==> src/rtl/sertx_pkg.sv <==
package sertx_pkg;

    localparam int SER_DATA_W   = 8;
    localparam int SER_DIV_MID  = 16;
    localparam int SER_DIV_SLOW = 64;

    typedef enum logic [1:0] {
        PAR_NONE = 2'd0,
        PAR_EVEN = 2'd1,
        PAR_ODD  = 2'd2
    } par_e;

    typedef struct packed {
        logic wide;      // 1: full byte, 0: byte minus top bit
        par_e par;
        logic two_stop;
    } fmt_t;

    function automatic fmt_t decode_fmt(input logic [2:0] code);
        fmt_t f;
        f.wide     = code[2];
        f.two_stop = (code == 3'b000) || (code == 3'b001) || (code == 3'b100);
        case (code)
            3'b100, 3'b101:         f.par = PAR_NONE;
            3'b000, 3'b010, 3'b110: f.par = PAR_EVEN;
            default:                f.par = PAR_ODD;
        endcase
        return f;
    endfunction

endpackage

==> src/rtl/sertx_tick.sv <==
module sertx_tick #(
    parameter int SYNC_STAGES = 2,
    parameter int DIV_MID     = 16,
    parameter int DIV_SLOW    = 64,
    localparam int DIV_W      = $clog2(DIV_SLOW)
) (
    input  logic       clk,
    input  logic       rst_n,
    input  logic       bit_clk,
    input  logic [1:0] div_code,
    output logic       tick
);

    typedef struct packed {
        logic [SYNC_STAGES:0] sync;
        logic [DIV_W-1:0]     cnt;
        logic                 tick;
    } tk_t;

    localparam logic [DIV_W-1:0] LIM_ONE  = '0;
    localparam logic [DIV_W-1:0] LIM_MID  = DIV_W'(DIV_MID - 1);
    localparam logic [DIV_W-1:0] LIM_SLOW = DIV_W'(DIV_SLOW - 1);

    tk_t              tk_d, tk_q;
    logic             rise;
    logic [DIV_W-1:0] lim;

    always_comb begin
        tk_d      = tk_q;
        tk_d.sync = {tk_q.sync[SYNC_STAGES-1:0], bit_clk};
        rise      = tk_q.sync[SYNC_STAGES-1] & ~tk_q.sync[SYNC_STAGES];
        case (div_code)
            2'b00:   lim = LIM_ONE;
            2'b01:   lim = LIM_MID;
            default: lim = LIM_SLOW;
        endcase
        tk_d.tick = 1'b0;
        if (rise) begin
            if (tk_q.cnt >= lim) begin
                tk_d.cnt  = '0;
                tk_d.tick = 1'b1;
            end else begin
                tk_d.cnt = tk_q.cnt + 1'b1;
            end
        end
    end

    always_ff @(posedge clk or negedge rst_n) begin
        if (!rst_n) tk_q <= '0;
        else        tk_q <= tk_d;
    end

    assign tick = tk_q.tick;

endmodule

==> src/rtl/sertx_hold.sv <==
module sertx_hold #(
    parameter int DATA_W = 8
) (
    input  logic              clk,
    input  logic              rst_n,
    input  logic              wr_stb,
    input  logic [DATA_W-1:0] wr_data,
    input  logic              take,
    output logic [DATA_W-1:0] hold_data,
    output logic              full
);

    typedef struct packed {
        logic [DATA_W-1:0] data;
        logic              full;
    } hd_t;

    hd_t hd_d, hd_q;

    always_comb begin
        hd_d = hd_q;
        if (take) hd_d.full = 1'b0;
        if (wr_stb) begin
            hd_d.data = wr_data;
            hd_d.full = 1'b1;
        end
    end

    always_ff @(posedge clk or negedge rst_n) begin
        if (!rst_n) hd_q <= '0;
        else        hd_q <= hd_d;
    end

    assign hold_data = hd_q.data;
    assign full      = hd_q.full;

    AST_FULL_AFTER_WRITE: assert property (@(posedge clk) disable iff (!rst_n)
        wr_stb |=> hd_q.full) else $error("holding register not full after write");

    AST_EMPTY_ON_TAKE: assert property (@(posedge clk) disable iff (!rst_n)
        $fell(hd_q.full) |-> $past(take)) else $error("holding register emptied without transfer");

endmodule

==> src/rtl/sertx_shift.sv <==
module sertx_shift import sertx_pkg::*; #(
    parameter int DATA_W   = 8,
    localparam int FRAME_W = DATA_W + 3,
    localparam int CNT_W   = $clog2(FRAME_W + 1)
) (
    input  logic              clk,
    input  logic              rst_n,
    input  logic              tick,
    input  logic              full,
    input  logic [DATA_W-1:0] hold_data,
    input  logic [2:0]        fmt_code,
    output logic              take,
    output logic              line
);

    typedef struct packed {
        logic [FRAME_W-1:0] frame;
        logic [CNT_W-1:0]   left;
    } sh_t;

    sh_t                sh_d, sh_q;
    fmt_t               fmt;
    logic [FRAME_W-1:0] fr_new;
    logic               ones;
    int                 nd_i;
    int                 len_i;

    // Frame image for the held byte, bit 0 goes out first.
    always_comb begin
        fmt    = decode_fmt(fmt_code);
        nd_i   = fmt.wide ? DATA_W : DATA_W - 1;
        fr_new = '1;
        fr_new[0] = 1'b0;
        ones   = 1'b0;
        for (int i = 0; i < DATA_W; i++) begin
            if (i < nd_i) begin
                fr_new[1 + i] = hold_data[i];
                ones          = ones ^ hold_data[i];
            end
        end
        if (fmt.par != PAR_NONE) begin
            fr_new[1 + nd_i] = (fmt.par == PAR_ODD) ? ~ones : ones;
        end
        len_i = 1 + nd_i + ((fmt.par != PAR_NONE) ? 1 : 0) + (fmt.two_stop ? 2 : 1);
    end

    always_comb begin
        sh_d = sh_q;
        take = 1'b0;
        if (tick) begin
            if (sh_q.left > CNT_W'(1)) begin
                sh_d.frame = {1'b1, sh_q.frame[FRAME_W-1:1]};
                sh_d.left  = sh_q.left - 1'b1;
            end else if (full) begin
                sh_d.frame = fr_new;
                sh_d.left  = CNT_W'(len_i);
                take       = 1'b1;
            end else begin
                sh_d.frame = '1;
                sh_d.left  = '0;
            end
        end
        line = (sh_q.left != '0) ? sh_q.frame[0] : 1'b1;
    end

    always_ff @(posedge clk or negedge rst_n) begin
        if (!rst_n) sh_q <= '{frame: '1, left: '0};
        else        sh_q <= sh_d;
    end

    AST_START_LOW: assert property (@(posedge clk) disable iff (!rst_n)
        take |=> (line == 1'b0)) else $error("frame did not open with a low start bit");

    AST_BIT_HOLDS: assert property (@(posedge clk) disable iff (!rst_n)
        !tick |=> $stable(sh_q.left)) else $error("bit position moved without a bit tick");

endmodule

==> src/rtl/sertx_top.sv <==
module sertx_top import sertx_pkg::*; #(
    parameter int DATA_W      = SER_DATA_W,
    parameter int SYNC_STAGES = 2,
    parameter int DIV_MID     = SER_DIV_MID,
    parameter int DIV_SLOW    = SER_DIV_SLOW
) (
    input  logic              clk,
    input  logic              rst_n,
    input  logic              wr_stb,
    input  logic [DATA_W-1:0] wr_data,
    input  logic [2:0]        fmt_code,
    input  logic [1:0]        div_code,
    input  logic              bit_clk,
    input  logic              brk_req,
    output logic              txd,
    output logic              tx_empty
);

    logic              tick;
    logic              take;
    logic              full;
    logic              line;
    logic [DATA_W-1:0] hold_data;
    logic              txd_d, txd_q;

    sertx_tick #(
        .SYNC_STAGES (SYNC_STAGES),
        .DIV_MID     (DIV_MID),
        .DIV_SLOW    (DIV_SLOW)
    ) u_tick (
        .clk      (clk),
        .rst_n    (rst_n),
        .bit_clk  (bit_clk),
        .div_code (div_code),
        .tick     (tick)
    );

    sertx_hold #(.DATA_W(DATA_W)) u_hold (
        .clk       (clk),
        .rst_n     (rst_n),
        .wr_stb    (wr_stb),
        .wr_data   (wr_data),
        .take      (take),
        .hold_data (hold_data),
        .full      (full)
    );

    sertx_shift #(.DATA_W(DATA_W)) u_shift (
        .clk       (clk),
        .rst_n     (rst_n),
        .tick      (tick),
        .full      (full),
        .hold_data (hold_data),
        .fmt_code  (fmt_code),
        .take      (take),
        .line      (line)
    );

    always_comb begin
        txd_d = brk_req ? 1'b0 : line;
    end

    always_ff @(posedge clk or negedge rst_n) begin
        if (!rst_n) txd_q <= 1'b1;
        else        txd_q <= txd_d;
    end

    assign txd      = txd_q;
    assign tx_empty = ~full;

    AST_BREAK_LOW: assert property (@(posedge clk) disable iff (!rst_n)
        brk_req |=> !txd) else $error("line not low during break");

endmodule

==> config.mk <==
export PLATFORM = sky130hd
export DESIGN_NAME = sertx_top
export DESIGN_NICKNAME = d
export VERILOG_FILES = /design/src/rtl/sertx_pkg.sv /design/src/rtl/sertx_tick.sv /design/src/rtl/sertx_hold.sv /design/src/rtl/sertx_shift.sv /design/src/rtl/sertx_top.sv
export SDC_FILE = /design/constraint.sdc
export NUM_CORES = 1
export LEC_CHECK = 0
export BUFFER_PORTS_ARGS = -buffer_cell sky130_fd_sc_hd__buf_4
export CORE_UTILIZATION = 45
export CTS_BUF_LIST = sky130_fd_sc_hd__clkbuf_2
export DETAILED_ROUTE_END_ITERATION = 10
export HOLD_SLACK_MARGIN = 0.02
export PLACE_DENSITY = 0.69
export RECOVER_POWER = 25
export SYNTH_ARGS = -nofsm -noshare
export SYNTH_HDL_FRONTEND = slang
export SYNTH_SLANG_ARGS = --single-unit
==> constraint.sdc <==
create_clock -name clk -period 1.85 [get_ports clk]
set_input_delay 0.0925 -clock clk [delete_from_list [all_inputs] [get_ports clk]]
set_output_delay 0.0925 -clock clk [all_outputs]
set_load 0.03 [all_outputs]
==> key figures <==
Placement
  • Pre-CTS WS: 0.0366 ns
  • Placed wire-length estimate: 2360 um
  • GP Congestion: a little over 0.8
  • Placed cell count: 246
  • Port Buffers: 19

GRT
  • All-Layer GR Usage: 18.8%
  • Initial antenna violation count: 0
  • Global-route track usage on met3: slightly below 7%
  • Met1 Resource Use GR: 24.2%
  • Global-route wire length before repair: 6090 um
  • Met2 usage: between 20% and 30%
  • Vias in the first global route: 1377
  • Remaining Overflow, GRT: 0
  • GRT busiest layer: met2
  • Largest net degree at the start of global routing: 35

Clocking
  • Clk slew on worst S/H paths: 0.17 ns
  • Num CTS Buffers: 5
  • Max H-tree Level: 2
  • Clock latency on the worst-skew pair: 0.38 ns
  • Total clock sinks: 34
  • CTS tree: done
  • CTS max path bufs: 2
  • Clock tree root driver cell: clkbuf_2

Synth
  • Yosys top cell area share: a little under a third
  • Post-synth EDFFs: 0
  • Post-synthesis cell type count: 35
  • Ys Warns: 0
  • Post-synth top area cell: dfrtp_1
  • Top cells by area, synth: dfrtp_1, dfstp_2, ha_1
  • Syn Nets: 212
  • Primary FF master, synth: dfrtp_1
  • Post-Syn Instances: approximately 180
  • Seq/Total Area, Yosys: 46.9%
  • Synthesized cell area: approximately 1800 um2
  • Flops & latches, synth: 34
  • Syn_area_per_cell: 10.1 um2
  • Async S/R FF share, synth: 100%

Setup path
  • Crit path max fanout: 5
  • Critical path cell sequence: inv_1, ha_1, nor2_1, nor3_4, buf_4, a22o_1, a22o_1
  • RR Startpoint: u_shift.sh_q[0]
  • Terminus of the critical flop-to-flop path: u_shift.sh_q[3]
  • Slowest cell on crit path: dfrtp_1
  • CP bufs+invs: 2
  • Worst EP required: 2.13 ns
  • Crit path depth: 7
  • Max stage delay on crit path: 0.40 ns
  • Reg2reg path depth: 7
  • Worst setup path class: flip-flop to flip-flop
  • R2R setup slack: 0.10 ns
  • Gate family responsible for the most delay along the worst path: compound AO/OA/AOI/OAI gates
  • Worst setup path start: u_shift.sh_q[0]
  • Startpoint types: flip-flop
  • Critical Path AT: 2.03 ns
  • Critical Path End Type: flip-flop
  • Top cell by count, worst path: a22o_1

Timing
  • Relative slew slack: 44.5%
  • Max Clk Rate: 571 MHz
  • Clock skew: 0.0150 ns
  • Tcrit/Tclk final: 94.6%
  • Max-slew violation count: 0
  • Setup WS post-layout: 0.100 ns
  • Min cycle time layout: 1.75 ns
  • Final setup fails: 0
  • Final TNS setup: 0 ns
  • Measured slew at the worst slew-check pin: 0.832 ns
  • Final hold violations: 0

Floorplanning
  • Die Area: 4360 um2
  • Core box area: 3800 um2
  • Die Wd: ~66 um
  • IO Pins: 20
  • Initial Utilization: 48.5%
  • Die span in y: between 60 and 70 um
  • FP Rows: 22

Power and ir drop
  • Switching Share: 36.2%
  • Int Pwr: about 1.9 mW
  • Total chip power: slightly below 3 mW
  • Comb pwr share: 40.9%
  • Reg power frac: 42.9%
  • Clk pwr share: between 10% and 20%
  • Pwr per Cell Area: approximately 1300 nW/um2
  • Sw power: 1.07 mW
  • Worst VDD drop: 0.571 mV
  • Lkg Pwr: ~1.0 nW

Drt
  • Via count: 1403
  • Wirelength, routed: 3540 um
  • # DRC: 0
  • Antenna Violating Nets Remaining: 0
  • DRT Pass-1 Iters: 4
  • Starting DRT DRC Count: 73
  • Vias/cell: 5.20
  • Wire per inst: 13.1 um

Min path
  • Worst Hold Class: input port to flip-flop
  • Min-delay src: fmt_code[1]
  • Hold Path Stages: 4
  • Worst hold path endpoint: u_shift.sh_q[13]

Cells and area
  • N_diodes: 0
  • Area growth syn-to-layout: 24.9%
  • Finished Layout Cells: 270
  • Final Util: slightly above 60%
  • Total Nets Final: 251
  • Fraction of layout cells with a size suffix above 1: a little under a quarter

Job
  • Max_cap viols: 0

Outcome
  • Status: complete, no violations
-- cell usage in the layout (no fill, tap or decap), types with 2 or more instances in the layout --
| master | synthesis | final |
|---|---|---|
| dfstp_2 | 11 | 11 |
| nand2_1 | 16 | 16 |
| a22o_1 | 3 | 3 |
| mux2i_1 | 2 | 2 |
| o211ai_1 | 7 | 7 |
| clkbuf_2 | 0 | 8 |
| nand2b_1 | 4 | 4 |
| xnor2_1 | 4 | 3 |
| a21oi_1 | 8 | 7 |
| buf_4 | 0 | 24 |
| nor3_1 | 4 | 3 |
| nand3_1 | 4 | 4 |
| nor2_1 | 9 | 9 |
| nand3b_1 | 7 | 7 |
| inv_1 | 16 | 16 |
| o21ai_1 | 14 | 13 |
| or2_2 | 2 | 2 |
| mux2_1 | 8 | 8 |
| dfrtp_1 | 23 | 23 |
| ha_1 | 12 | 12 |
| xor2_1 | 3 | 3 |
| dlygate4sd3_1 | 0 | 14 |
| a21o_1 | 4 | 4 |
-- cell usage after synthesis (2+ instances only) --
library cell,instances
a21o_1,4
a21oi_1,8
a22o_1,3
clkbuf_1,7
dfrtp_1,23
dfstp_2,11
ha_1,12
inv_1,16
mux2_1,8
mux2i_1,2
nand2_1,16
nand2b_1,4
nand3_1,4
nand3b_1,7
nor2_1,9
nor3_1,4
o211ai_1,7
o21ai_1,14
or2_2,2
xnor2_1,4
xor2_1,3
-- layer usage --
layer  wire [um]  vias up
met5           0        -
li1            -      711
met1        1680      670
met4          17        0
met2        1740       20
met3         103        2
-- repair_timing --
action | 4_1_cts | 5_1_grt
hold buffers | 14 | 0
endpoints found under the setup margin | 0 | 15
endpoints found under the hold margin | 45 | 0
gates resized for setup | 0 | 5
buffers inserted | 0 | 2
-- state kept, by name, summed over array words and instances, names as in the netlist --
| signal | count |
|---|---|
| u_hold.hold_data | 8 |
| u_shift.sh_q | 14 |
| u_tick.tk_q | 7 |
| u_hold.full | 1 |
| u_tick.tk_d | 2 |
| txd | 1 |
| u_tick.tick | 1 |
-- tightest hold or removal path: cells and delay by family --
kind	cells	cell delay (ns)
AO/OA/AOI/OAI	1	0.07
buffers and inverters	1	0.10
AND/OR/NAND/NOR	2	0.20
-- logic make-up after synthesis --
logic type	after synthesis	share of synthesized area, %
AO/OA/AOI/OAI	42	14.6
AND/OR/NAND/NOR	51	14.1
flip-flops	34	46.9
adder cells (fa/ha/maj)	12	8.15
buffers and inverters	24	4.96
XOR/XNOR	8	4.55
multiplexers	11	6.79
-- power groups by stage --
stage / registers [mW] / logic, mW / clock network (mW)
after global placement: 1.26 / 1.06 / 0
final: 1.27 / 1.21 / 0.481
after CTS: 1.26 / 1.14 / 0.500
after detailed placement: 1.27 / 1.11 / 0
after global routing: 1.30 / 1.38 / 0.531
after floorplan: 1.22 / 0.824 / 0
-- layout make-up --
type,instances,area [um2]
sequential,34,865
fill,314,1500
tap,48,60.1
clock inverter,1,30.0
multi-input combinational,124,920
clock buffer,7,35.0
timing repair buffer,40,333
inverter,16,60.1
-- worst max path at each step --
stage / slack, ns / end
detailed placement: 0.04 / u_tick.tk_q[3]
finish: 0.10 / u_shift.sh_q[3]
global route: -0.01 / u_tick.tk_q[3]
CTS: 0.03 / u_tick.tk_q[3]
global placement: 0.09 / u_tick.tk_q[3]
floorplan: 0.11 / u_shift.sh_q[12]
-- per-stage QoR --
| stage | area (um2) | hold WS [ns] |
|---|---|---|
| floorplan | 1840 | -0.203 |
| global placement | 2060 | 0.0574 |
| global route | 2300 | 0.0624 |
| detailed placement | 2060 | 0.0634 |
| CTS | 2260 | 0.0514 |
| finish | 2300 | 0.0621 |
No activity file was read; power rests on OpenSTA's default activity.
